`config.mk`:
```
export PLATFORM = sky130hd
export DESIGN_NAME = phase_conj_ctrl
export DESIGN_NICKNAME = d
export VERILOG_FILES = /design/src/rtl/pc_pkg.sv /design/src/rtl/pc_rx_map.sv /design/src/rtl/pc_tx_map.sv /design/src/rtl/pc_cal_seq.sv /design/src/rtl/pc_track.sv /design/src/rtl/phase_conj_ctrl.sv
export SDC_FILE = /design/constraint.sdc
export NUM_CORES = 1
export LEC_CHECK = 0
export ABC_CLOCK_PERIOD_IN_PS = 6840
export BUFFER_PORTS_ARGS = -buffer_cell sky130_fd_sc_hd__buf_2
export CAP_MARGIN = 20
export CORE_MARGIN = 10
export CORE_UTILIZATION = 55
export DETAILED_ROUTE_END_ITERATION = 8
export PLACE_DENSITY = 0.85
export SETUP_SLACK_MARGIN = 0.5
export SYNTH_ARGS = -nofsm -noshare
export SYNTH_HDL_FRONTEND = slang
export SYNTH_HIERARCHICAL = 1
export SYNTH_SLANG_ARGS = --single-unit
```
`constraint.sdc`:
```
create_clock -name clk_i -period 6.84 [get_ports clk_i]
set_input_delay 1.026 -clock clk_i [delete_from_list [all_inputs] [get_ports clk_i]]
set_output_delay 1.026 -clock clk_i [all_outputs]
set_load 0.01 [all_outputs]
```
`src/rtl/pc_pkg.sv`:
```
package pc_pkg;
  localparam int PH_W = 10;
  typedef logic [PH_W-1:0] phase_t;
endpackage

```
`src/rtl/pc_rx_map.sv`:
```
module pc_rx_map
  import pc_pkg::*;
#(
  parameter int ADC_W   = 12,
  parameter int RX_BIAS = 37
) (
  input  logic [ADC_W-1:0] adc_i,
  output phase_t           theta_o,
  input  phase_t           ph_cmd_i,
  output logic [ADC_W-1:0] dac_o
);
  localparam int SH = ADC_W - PH_W;
  localparam phase_t BIAS = phase_t'(RX_BIAS);

  logic [ADC_W-1:0] adc_sh;
  phase_t           cmd_unb;

  assign adc_sh  = adc_i >> SH;
  assign theta_o = phase_t'(adc_sh) + BIAS;
  assign cmd_unb = ph_cmd_i - BIAS;
  assign dac_o   = ADC_W'(cmd_unb) << SH;
endmodule

```
`src/rtl/pc_tx_map.sv`:
```
module pc_tx_map
  import pc_pkg::*;
#(
  parameter int TXD_W    = 12,
  parameter int LO_MULT  = 24,
  parameter int CODE_NUM = 96
) (
  input  phase_t           ph_i,
  output logic [TXD_W-1:0] code_o
);
  localparam int PROD_W = PH_W + $clog2(CODE_NUM + 1);

  logic [PROD_W-1:0] prod;
  logic [PROD_W-1:0] quot;

  // reference-side shift is carrier shift divided by the LO multiplier
  assign prod   = PROD_W'(ph_i) * PROD_W'(CODE_NUM);
  assign quot   = prod / PROD_W'(LO_MULT);
  assign code_o = TXD_W'(quot);
endmodule

```
`src/rtl/pc_cal_seq.sv`:
```
module pc_cal_seq
  import pc_pkg::*;
#(
  parameter int CAL_SETTLE = 4
) (
  input  logic       clk_i,
  input  logic       rst_ni,
  input  logic       tick_i,
  input  logic       allow_i,
  input  logic       rx_start_i,
  input  logic       tx_start_i,
  input  phase_t     theta_i,
  input  logic       meas_vld_i,
  input  phase_t     meas_i,
  output phase_t     di_o,
  output phase_t     dj_o,
  output logic       rx_busy_o,
  output logic       tx_busy_o,
  output logic [1:0] done_o
);
  localparam int SW = $clog2(CAL_SETTLE + 1);
  localparam logic [SW-1:0] LAST = SW'(CAL_SETTLE - 1);

  logic [SW-1:0] cnt_q;
  logic          idle;

  assign idle = !rx_busy_o && !tx_busy_o;

  always_ff @(posedge clk_i or negedge rst_ni) begin
    if (!rst_ni) begin
      di_o      <= '0;
      dj_o      <= '0;
      rx_busy_o <= 1'b0;
      tx_busy_o <= 1'b0;
      done_o    <= '0;
      cnt_q     <= '0;
    end else begin
      if (rx_busy_o && tick_i) begin
        if (cnt_q == LAST) begin
          di_o      <= theta_i;
          rx_busy_o <= 1'b0;
          done_o[0] <= 1'b1;
        end else begin
          cnt_q <= cnt_q + 1'b1;
        end
      end
      if (tx_busy_o && meas_vld_i) begin
        dj_o      <= meas_i;
        tx_busy_o <= 1'b0;
        done_o[1] <= 1'b1;
      end
      if (allow_i && idle) begin
        if (rx_start_i && !done_o[0]) begin
          rx_busy_o <= 1'b1;
          cnt_q     <= '0;
        end else if (tx_start_i && !done_o[1]) begin
          tx_busy_o <= 1'b1;
        end
      end
    end
  end
endmodule

```
`src/rtl/pc_track.sv`:
```
module pc_track
  import pc_pkg::*;
#(
  parameter int CNT_W = 8
) (
  input  logic             clk_i,
  input  logic             rst_ni,
  input  logic             tick_i,
  input  logic             upd_i,
  input  logic             drop_i,
  input  phase_t           meas_i,
  input  logic             extrap_en_i,
  input  logic [CNT_W-1:0] extrap_max_i,
  output phase_t           ph_o,
  output phase_t           ph_nxt_o,
  output logic [CNT_W-1:0] cnt_o
);
  phase_t           rate_q;
  logic             prev_q;
  logic             can_ext;

  assign can_ext = extrap_en_i && (cnt_o < extrap_max_i);

  always_comb begin
    ph_nxt_o = ph_o;
    if (upd_i)                ph_nxt_o = meas_i;
    else if (drop_i && can_ext) ph_nxt_o = ph_o + rate_q;
  end

  always_ff @(posedge clk_i or negedge rst_ni) begin
    if (!rst_ni) begin
      ph_o   <= '0;
      rate_q <= '0;
      prev_q <= 1'b0;
      cnt_o  <= '0;
    end else if (tick_i) begin
      ph_o <= ph_nxt_o;
      if (upd_i) begin
        rate_q <= prev_q ? (meas_i - ph_o) : '0;
        prev_q <= 1'b1;
        cnt_o  <= '0;
      end else if (drop_i) begin
        prev_q <= 1'b0;
        if (can_ext) cnt_o <= cnt_o + 1'b1;
      end
    end
  end
endmodule

```
`src/rtl/phase_conj_ctrl.sv`:
```
module phase_conj_ctrl
  import pc_pkg::*;
#(
  parameter int ADC_W       = 12,
  parameter int TXD_W       = 12,
  parameter int CNT_W       = 8,
  parameter int RX_BIAS     = 37,
  parameter int LO_MULT     = 24,
  parameter int TX_CODE_NUM = 96,
  parameter int CAL_SETTLE  = 4
) (
  input  logic             clk_i,
  input  logic             rst_ni,
  input  logic             tick_i,
  input  logic [ADC_W-1:0] adc_code_i,
  input  logic             sig_present_i,
  input  logic             mode_manual_i,
  input  logic             extrap_en_i,
  input  logic [CNT_W-1:0] extrap_max_i,
  input  logic [9:0]       man_rx_ph_i,
  input  logic [9:0]       man_tx_ph_i,
  input  logic             cal_rx_start_i,
  input  logic             cal_tx_start_i,
  input  logic             cal_tx_meas_vld_i,
  input  logic [9:0]       cal_tx_meas_i,
  output logic [ADC_W-1:0] rx_dac_o,
  output logic             rx_drive_o,
  output logic [TXD_W-1:0] tx_dac_o,
  output logic [9:0]       doa_o,
  output logic [1:0]       cal_done_o
);
  phase_t           theta, di, dj, ph_nxt, rx_cmd, tx_ph;
  logic             rx_busy, tx_busy, closed_ok, upd, drop;
  logic [CNT_W-1:0] ext_cnt;
  logic [ADC_W-1:0] rx_dac_d;
  logic [TXD_W-1:0] tx_code;

  assign closed_ok = !mode_manual_i && !rx_busy && !tx_busy;
  assign upd       = closed_ok && sig_present_i;
  assign drop      = closed_ok && !sig_present_i;
  assign rx_cmd    = (mode_manual_i ? phase_t'(man_rx_ph_i) : ph_nxt) + di;
  assign tx_ph     = mode_manual_i ? (phase_t'(man_tx_ph_i) - dj)
                                   : (phase_t'(0) - phase_t'(doa_o) - dj);

  pc_rx_map #(.ADC_W(ADC_W), .RX_BIAS(RX_BIAS)) u_rxm (
    .adc_i(adc_code_i), .theta_o(theta), .ph_cmd_i(rx_cmd), .dac_o(rx_dac_d)
  );

  pc_tx_map #(.TXD_W(TXD_W), .LO_MULT(LO_MULT), .CODE_NUM(TX_CODE_NUM)) u_txm (
    .ph_i(tx_ph), .code_o(tx_code)
  );

  pc_cal_seq #(.CAL_SETTLE(CAL_SETTLE)) u_cal (
    .clk_i(clk_i), .rst_ni(rst_ni), .tick_i(tick_i), .allow_i(!mode_manual_i),
    .rx_start_i(cal_rx_start_i), .tx_start_i(cal_tx_start_i), .theta_i(theta),
    .meas_vld_i(cal_tx_meas_vld_i), .meas_i(phase_t'(cal_tx_meas_i)),
    .di_o(di), .dj_o(dj), .rx_busy_o(rx_busy), .tx_busy_o(tx_busy), .done_o(cal_done_o)
  );

  phase_t ph_q;
  pc_track #(.CNT_W(CNT_W)) u_trk (
    .clk_i(clk_i), .rst_ni(rst_ni), .tick_i(tick_i), .upd_i(upd), .drop_i(drop),
    .meas_i(theta - di), .extrap_en_i(extrap_en_i), .extrap_max_i(extrap_max_i),
    .ph_o(ph_q), .ph_nxt_o(ph_nxt), .cnt_o(ext_cnt)
  );
  assign doa_o = ph_q;

  always_ff @(posedge clk_i or negedge rst_ni) begin
    if (!rst_ni) begin
      rx_dac_o   <= '0;
      rx_drive_o <= 1'b0;
      tx_dac_o   <= '0;
    end else begin
      if (tx_busy)                 tx_dac_o <= '0;
      else if (tick_i && !rx_busy) tx_dac_o <= tx_code;
      if (tick_i) begin
        if (mode_manual_i) begin
          rx_drive_o <= 1'b1;
          rx_dac_o   <= rx_dac_d;
        end else if (rx_busy) begin
          rx_drive_o <= 1'b0;
        end else if (!tx_busy) begin
          rx_drive_o <= !sig_present_i;
          if (!sig_present_i) rx_dac_o <= rx_dac_d;
        end
      end
    end
  end
endmodule

```
## Word-level counts from Yosys, hierarchy flattened

Cells that the tools add are included.

- Register bits after elaboration: 81
- Bits of input ports: 59
- Output and inout port bits: 37
- Word-level logic and storage cells: 92

- $add $sub $neg: 11
- Multiply operators: 1
- Div/mod/pow operators: 1
- Order comparisons: 1
- Equal/unequal tests: 5
- Muxes and demuxes: 31
- Reductions and logical operators: 28

Operator list:

| cell | count |
|---|---|
| $mux W12 | 6 |
| $mux W10 | 5 |
| $sub A10 B10 Y10 | 4 |
| $mux W8 | 3 |
| $add A10 B10 Y10 | 2 |
| $div A17 B5 Y17 const B | 1 |
| $logic_and A1 B1 Y1 | 13 |
| $mux W1 | 13 |
| $mul A10 B2 Y12 const B | 1 |
| $mux W3 | 4 |
| $add A10 B6 Y10 const B | 1 |
| $sub A1 B10 Y10 const A | 1 |
| $sub A10 B6 Y10 const B | 1 |
| $add A8 B1 Y8 const B | 1 |
| $lt A8 B8 Y1 | 1 |
| $reduce_and A2 Y1 | 4 |
| $logic_not A1 Y1 | 6 |
| $reduce_bool A2 Y1 | 3 |
| $ne A2 B2 Y1 const B | 2 |
| $reduce_and A4 Y1 | 1 |
| $add A3 B1 Y3 const B | 1 |
| $eq A3 B2 Y1 const B | 1 |
| $ne A3 B2 Y1 const B | 1 |
| $reduce_and A3 Y1 | 1 |
| $ne A2 B1 Y1 const B | 1 |

## Longest topological paths before layout

Gate-level depths: netlist of run 1.

- Depth after elaboration: 14
- Mapped depth: 41
- Mapped depth without buffers: 38

## Modules after synthesis

The synthesis of run 1 kept the hierarchy.

By module, submodules not included:

| module | times used | cells an instance | area each (um2) |
|---|---|---|---|
| phase_conj_ctrl | 1 | 349 | 2916.5 |
| pc_track | 1 | 315 | 2617.5 |
| pc_tx_map | 1 | 320 | 2195.9 |
| pc_cal_seq | 1 | 75 | 1123.6 |
| pc_rx_map | 1 | 46 | 372.9 |

## Worst setup path after synthesis of run 1

Ideal clock, no wire load.

- Path type: input to register
- From: in man_tx_ph_i[2]
- To: reg tx_dac_o[0]
- Setup time: 77 ps
- Data arrival time: 7515 ps
- Data required time: 6763 ps
- Slack: -752 ps
- Stages on the path: 33
- Cells stage by stage: ha_1 > o21ai_1 > a21oi_2 > o311a_1 > or4_1 > o211ai_1 > ha_1 > and4b_1 > a21boi_2 > nor2_1 > xnor3_1 > mux2_2 > o21ai_0 > nand4b_2 > nand2_2 > nor3_1 > a311oi_1 > o211a_4 > buf_2 > xnor2_1 > ha_1 > buf_2 > o21ai_0 > a21oi_1 > ha_1 > inv_1 > a31oi_1 > o211ai_1 > o31ai_1 > o311a_1 > a211o_1 > nand2_1 > a21oi_1

- Longest elaborated chain between the ends: 6

Ends and longest elaborated chain:

| what | RTL line | source |
|---|---|---|
| start: declaration | phase_conj_ctrl.sv:21 | `input logic [9:0] man_tx_ph_i,` |
| $sub A10 B10 Y10 | phase_conj_ctrl.sv:42 | `assign tx_ph = mode_manual_i ? (phase_t'(man_tx_ph_i) - dj)` |
| $mux W10 | phase_conj_ctrl.sv:42 |  |
| via tx_ph[9] | phase_conj_ctrl.sv:32 | `phase_t theta, di, dj, ph_nxt, rx_cmd, tx_ph;` |
| $mul A10 B2 Y12 | pc_tx_map.sv:17 | `assign prod = PROD_W'(ph_i) * PROD_W'(CODE_NUM);` |
| $div A17 B5 Y17 | pc_tx_map.sv:18 | `assign quot = prod / PROD_W'(LO_MULT);` |
| via tx_code[0] | phase_conj_ctrl.sv:36 | `logic [TXD_W-1:0] tx_code;` |
| $mux W12 | phase_conj_ctrl.sv:75 | `else if (tick_i && !rx_busy) tx_dac_o <= tx_code;` |
| $mux W12 | phase_conj_ctrl.sv:74 | `if (tx_busy) tx_dac_o <= '0;` |
| end signal: assignment | phase_conj_ctrl.sv:75 |  |
| end: declaration | phase_conj_ctrl.sv:28 | `output logic [TXD_W-1:0] tx_dac_o,` |

The timed path passes the listed nets, and every way through them passes these cells. The select of a mux whose other input is x is not followed.
A chain may end at the register's enable or synchronous reset.

## Final worst setup path of run 1

- From: reg u_trk.ph_o[1]
- To: reg tx_dac_o[0]

- Longest elaborated chain between the ends: 7

Ends and longest elaborated chain:

| what | RTL line | source |
|---|---|---|
| start: declaration | pc_track.sv:14 | `output phase_t ph_o,` |
| start signal: assignment | pc_track.sv:37 | `ph_o <= ph_nxt_o;` |
| $sub A1 B10 Y10 | phase_conj_ctrl.sv:43 | `: (phase_t'(0) - phase_t'(doa_o) - dj);` |
| $sub A10 B10 Y10 | phase_conj_ctrl.sv:43 |  |
| $mux W10 | phase_conj_ctrl.sv:42 |  |
| via tx_ph[5] | phase_conj_ctrl.sv:32 |  |
| $mul A10 B2 Y12 | pc_tx_map.sv:17 |  |
| $div A17 B5 Y17 | pc_tx_map.sv:18 |  |
| via tx_code[0] | phase_conj_ctrl.sv:36 |  |
| $mux W12 | phase_conj_ctrl.sv:75 |  |
| $mux W12 | phase_conj_ctrl.sv:74 |  |

The timed path passes the listed nets, and every way through them passes these cells. The select of a mux whose other input is x is not followed.

==> qor.txt, run 1 <==
Total iterations of the first detailed-routing run = 6
Vias per Instance = 6.37
Clock slew seen by the registers of the worst setup and hold paths = 70 ps
Clock network latency to the later pin of the worst-skew pair = 360 ps
Final-report hold violation count = 0
Finished layout cell area = 11900 um^2
Die Span X = 150 um
TritonCTS sink count = 81
Slew @ Worst Pin = 1070 ps
Depth of the CTS H-tree = 3
Final-stage net count = 1482
Average wire length per cell after detail routing = 19.5 um
Iter 0 DRT Violations = 974
Longest individual stage delay on the worst path = 420 ps
Worst-case clock skew = 10.3 ps
Count of yosys warnings during synthesis = 6
Fraction of final layout cells sized beyond drive strength 1 = 33.0%
Post-Synthesis Cells = 1105
Top FF cell, synth = dfrtp_1
Post-route fraction of the period consumed by the critical path = 107%
Tightest Hold Check Type = in -> async
Violated checks = negative setup slack
Root cell of the clock tree = clkbuf_16
Overflow left after global routing = 0
Post-detailed-placement half-perimeter wirelength = 20800 um
Cell area after technology mapping = 9230 um^2
Critical path data arrival time = 7600 ps
Fraction of registers with async set/reset = 100%
Max_cap viols = 0
Unique masters post-synth = 107
Mean cell area of the mapped netlist = 8.35 um^2
Maximum net fanout on the critical path = 8
Max-slew headroom at the worst pin = 28.3%
Clock tree from TritonCTS = done
IO Count = 96
Crit path required time = 7120 ps
Dominant cells by area after synthesis = dfrtp_1, ha_1, nand2_1
Final-report setup violation count = 2
Area inside the core boundary = 16500 um^2
Wire length of the first global-routing pass = 45500 um
Die Span Y = 150 um
Classification of the worst setup path = reg -> reg
Count of input and output buffers = 93
Cell area reported after detailed placement = 11000 um^2
Kind of start point of the critical path = flop
Slowest stage cell on the critical path = or3_4
Number of synthesized register bits = 81
Maximum number of pins on one net before global-route repair = 82
Share of the synthesized area in the top cell type = 22.0%
Shortest period the worst path allows = 7320 ps
Max Root-Sink Buffers = 2
Post-layout worst setup margin = -483 ps
FILL cells = 1159
Area leader, netlist = dfrtp_1
Antenna violations before repair = 1
Via count of the first global-routing pass = 9437
Number of buffers added by the clock tree synthesis step = 9
Category of the worst setup path capture point = flop
Antenna violation net count after detailed routing = 0
Total number of vias = 9886
Placed cell count = 1513
Post-route DRC = 0
Synthesis-to-layout area growth = 29.1%
Finished Layout Cells = 1552
Outcome = finished, violations left
Count of flip-flops with a built-in enable after synthesis = 0
Total Routing Usage GR = 24.4%
Cell Rows = 47
Starting Density = 55.8%
Fmax = 137 MHz
GP Congestion = 1.00
Setup slack after placement = -790 ps
Area enclosed by the die boundary = 22400 um^2
Pins Over Slew Limit = 0
Detailed Route WL = 30300 um
Setup repair after global routing missed its margin = true
Fraction of the yosys area taken by sequential cells = 22.0%
## layout make-up
cell class | count | area [um^2] | share of cell area [%]
diodes | 1 | 2.50 | 0.0210
clock buffers | 9 | 225 | 1.89
clock inverters | 7 | 77.6 | 0.651
inverters | 85 | 322 | 2.70
multi-input cells | 892 | 7190 | 60.3
flip-flops and latches | 81 | 2030 | 17.0
well taps | 220 | 275 | 2.31
repair buffers | 257 | 1800 | 15.1
## cells in the mapped netlist, types with 19 or more instances
cell type,number
nor3_1,19
mux2_2,33
clkbuf_1,23
nor2_1,63
xor2_1,22
o22ai_1,24
inv_1,84
o21ai_0,63
a21oi_1,72
xnor2_1,38
nand3_1,21
nand2_1,107
ha_1,90
dfrtp_1,81
## routing by layer
metal / vias up / share of wire, % / track usage [%]
li1: 4503 / - / -
met1: 4745 / 37 / 27.6
met2: 505 / 50 / 42.8
met3: 133 / 6.8 / 4.11
met4: 0 / 5.9 / 13.2
met5: - / 0 / 0
## critical path: cells and delay by family (launching register included)
kind / cells / cell delay (ps)
compound gates: 16 / 2860
fa+ha+maj: 6 / 1560
simple gates: 8 / 1270
buf+inv: 8 / 950
flops: 1 / 410
xor+xnor: 2 / 210
## metrics by stage
step	util [%]	hold slack, ps	setup TNS (ps)
after floorplan	-	453	-264
after global placement	66.3	470	-1160
after detailed placement	66.3	476	-1410
after CTS	68.8	491	-317
after global routing	72.1	506	-1540
final	72.1	501	-908
## cells by family (layout without fill, tap and decap cells)
logic type | Yosys count | count (layout) | share of synthesized area [%]
AOI/OAI and AO/OA | 354 | 354 | 27.3
adders and majority gates | 98 | 98 | 13.8
other | 1 | 3 | 0.0406
buffers and inverters | 133 | 358 | 6.09
xor gates and xnor gates | 63 | 63 | 6.29
muxes | 50 | 50 | 6.36
DFF | 81 | 81 | 22.0
and+or+nand+nor | 325 | 325 | 18.1
## sequential cells by signal, indices dropped and copies added (netlist names), 2 cells and up
name and flops:
rx_dac_o 12, tx_dac_o 12, u_trk/cnt_o 8, u_cal/di_o 10, u_trk/rate_q 10, u_trk/ph_o 10, u_cal/cnt_q 3, u_cal/dj_o 10
u_cal/done_o 2
## cells in the final DEF, fill, tap and decap left out, types with 7 or more instances in the layout
master	count
xor2_1	21
buf_2	91
a211o_1	9
ha_1	77
o21ai_1	13
a211oi_1	15
nor2b_1	12
nand2_1	105
a31oi_1	9
o31ai_1	9
nand3_1	19
mux2_4	10
o21a_1	15
xnor2_1	37
nor2_1	60
a21oi_1	62
nor3_1	18
o21ai_0	56
nand4_1	9
clkbuf_16	9
dfrtp_1	80
nand2b_1	14
mux2_2	32
o22ai_1	22
buf_4	152
buf_6	9
inv_1	78
mux2i_1	7
or3_1	9
a21o_1	15
o211ai_1	14
nor4_1	8
a21oi_2	12
ha_4	9
## worst paths after layout
path	cells past startpoint	end	slack [ps]	startpoint
max	40	tx_dac_o[0]	-480	u_trk/ph_o[1]
min	1	u_trk/rate_q[4]	500	rst_ni
max reg2reg	40	tx_dac_o[0]	-480	u_trk/ph_o[1]
min reg2reg	1	rx_dac_o[11]	500	rx_dac_o[11]
max in group asynchronous	2	u_trk/ph_o[1]	5710	rst_ni
min in group clk_i	1	rx_dac_o[11]	500	rx_dac_o[11]
## what timing repair did
action                     in CTS  in global routing
gates resized for setup        19                 69
pin swaps                       4                 22
hold buffers                    0                  0
setup buffers                   3                 18
setup endpoints to repair       3                  3
Power of run 1 is left out: the tool's default activity adds up to more than one toggle a clock period on the data nets, which glitch-free logic cannot reach.
==> run 2: changes to the inputs <==
--- a/config.mk
+++ b/config.mk
@@ -9,10 +9,12 @@
 export BUFFER_PORTS_ARGS = -buffer_cell sky130_fd_sc_hd__buf_2
 export CAP_MARGIN = 20
 export CORE_MARGIN = 10
-export CORE_UTILIZATION = 55
+export CORE_UTILIZATION = 56
+export CTS_BUF_LIST = sky130_fd_sc_hd__clkbuf_8
 export DETAILED_ROUTE_END_ITERATION = 8
-export PLACE_DENSITY = 0.85
+export PLACE_DENSITY = 0.86
 export SETUP_SLACK_MARGIN = 0.5
+export SKIP_LAST_GASP = 1
 export SYNTH_ARGS = -nofsm -noshare
 export SYNTH_HDL_FRONTEND = slang
 export SYNTH_HIERARCHICAL = 1
==> qor.txt, run 2 (synthesis gave the netlist of run 1 again) <==
Outcome = finished, violations left
Violated checks = negative setup slack
Post-layout worst setup margin = -507 ps (-24.8 ps)
Synthesis-to-layout area growth = 32.2%
Clock tree from TritonCTS = done
Area inside the core boundary = 16000 um^2 (-3.2%)
Overflow left after global routing = 0 (unchanged)
Setup slack, reg-to-reg = -510 ps (-20 ps)
CTS Hold Bufs = 0 (unchanged)
Longest individual stage delay on the worst path = 420 ps (about the same)
GP Congestion = 0.949 (-5.1%)
Maximum net fanout on the critical path = 10 (+2)
Top flop regs = rx_dac_o (12), tx_dac_o (12)
Area enclosed by the die boundary = 22000 um^2 (-1.6%)
Cell area reported after detailed placement = 11100 um^2 (+1.6%)
Total number of vias = 10100 (+1.7%)
Total iterations of the first detailed-routing run = 7 (+1)
Vias per Instance = 6.35 (-0.26%)
Number of buffers added by the clock tree synthesis step = 9 (unchanged)
Antenna violations before repair = 0 (-1)
Wire length of the first global-routing pass = 48100 um (+5.7%)
Max Root-Sink Buffers = 2 (unchanged)
Antenna violation net count after detailed routing = 0 (unchanged)
Max_cap viols = 0 (unchanged)
Diode insertion count for antenna repair = 0 (-1)
Setup slack after placement = -760 ps (+30.3 ps)
Via count of the first global-routing pass = 9937 (+5.3%)
Average wire length per cell after detail routing = 19.6 um (+0.45%)
TritonCTS sink count = 81 (unchanged)
Final-report setup violation count = 2 (unchanged)
Setup repair after global routing missed its margin = true
Commonest non-fill, non-tap cells in the layout = buf_4, nand2_1, buf_2
Final-report hold violation count = 0 (unchanged)
Most common cell after layout, fill and taps aside = buf_4
Post-route DRC = 0 (unchanged)
Root cell of the clock tree = clkbuf_8
Final Core Density = 76.2% (+4.1 points)
Slew @ Worst Pin = 926 ps (-141 ps)
Number of cells on the worst reg-to-reg path = 39 (-2.5%)
Depth of the CTS H-tree = 3 (unchanged)
Worst Path Buf+Inv = 8 (unchanged)
Kind of cell with the highest combined delay on the critical path = compound AO/OA/AOI/OAI gates
Critical register-to-register path endpoint = tx_dac_o[0]
Post-route fraction of the period consumed by the critical path = 107% (+0.36 points)
Category of the worst setup path capture point = flop
Fmax = 136 MHz (-0.34%)
Count of input and output buffers = 93 (unchanged)
Instance count on the critical path = 39 (-2.5%)
IO Count = 96 (unchanged)
Finished layout cell area = 12200 um^2 (+2.3%)
R2R Path Start = u_cal/dj_o[1]
Kind of start point of the critical path = flop
Die Span Y = 148 um (-0.78%)
Detailed Route WL = 31000 um (+2.5%)
Die Span X = 148 um (-0.78%)
Total Routing Usage GR = 26.1% (+1.7 points)
Fraction of final layout cells sized beyond drive strength 1 = 35.5% (+2.5 points)
Iter 0 DRT Violations = 1021 (+4.8%)
Clock slew seen by the registers of the worst setup and hold paths = 100 ps (+30 ps)
Final-stage net count = 1519 (+2.5%)
Shortest period the worst path allows = 7350 ps (+24.8 ps)
Crit path required time = 7160 ps (+40 ps)
Worst-case clock skew = 20.0 ps (+9.75 ps)
Starting Density = 57.7% (+1.8 points)
Slowest stage cell on the critical path = dfrtp_1
Maximum number of pins on one net before global-route repair = 82 (unchanged)
Post-detailed-placement half-perimeter wirelength = 21300 um (+2.8%)
Cell Rows = 46 (-2.1%)
Pins Over Slew Limit = 0 (unchanged)
Max-slew headroom at the worst pin = 38.1% (+9.8 points)
Classification of the worst setup path = reg -> reg
Critical path data arrival time = 7670 ps (+70 ps)
Clock network latency to the later pin of the worst-skew pair = 400 ps (+40 ps)
Tightest Hold Check Type = in -> async
run 2: layout make-up:
class                           count  area, um^2
Multi-Input combinational cell    893        7280
Clock buffer                       10         138
Sequential cell                    81        2030
Tap cell                          216         270
Fill cell                        1078        3810
Clock inverter                      5        63.8
Timing Repair Buffer              293        2100
Inverter                           85         322
run 2: worst max path at each step:
stage | end | start
final | tx_dac_o[0] | u_cal/dj_o[1]
after CTS | tx_dac_o[0] | u_cal/dj_o[1]
after global placement | tx_dac_o[0] | man_tx_ph_i[0]
after detailed placement | tx_dac_o[0] | man_tx_ph_i[0]
after floorplan | tx_dac_o[0] | man_tx_ph_i[1]
after global routing | tx_dac_o[0] | u_cal/dj_o[1]
run 2: metrics by stage:
step	std cells	hold WS [ps]	TNS, ps
after floorplan	1106	453	-264
after global placement	1529	466	-1180
after detailed placement	1529	479	-1300
after CTS	1573	501	-105
after global routing	1583	477	-1210
final	1583	477	-794
run 2: layer usage:
metal  wire, um  GRT usage (%)
met1      11500           29.0
met2      15900           47.2
met3       1980           3.79
met4       1610           13.6
met5          0              0
run 2: repair_timing:
action                     in CTS  in global routing
setup buffers                  28                  8
pin swaps                      40                  8
setup endpoints to repair       3                  3
gates cloned                    1                  0
gates resized for setup        72                 31
Power of run 2 is left out for the same reason.
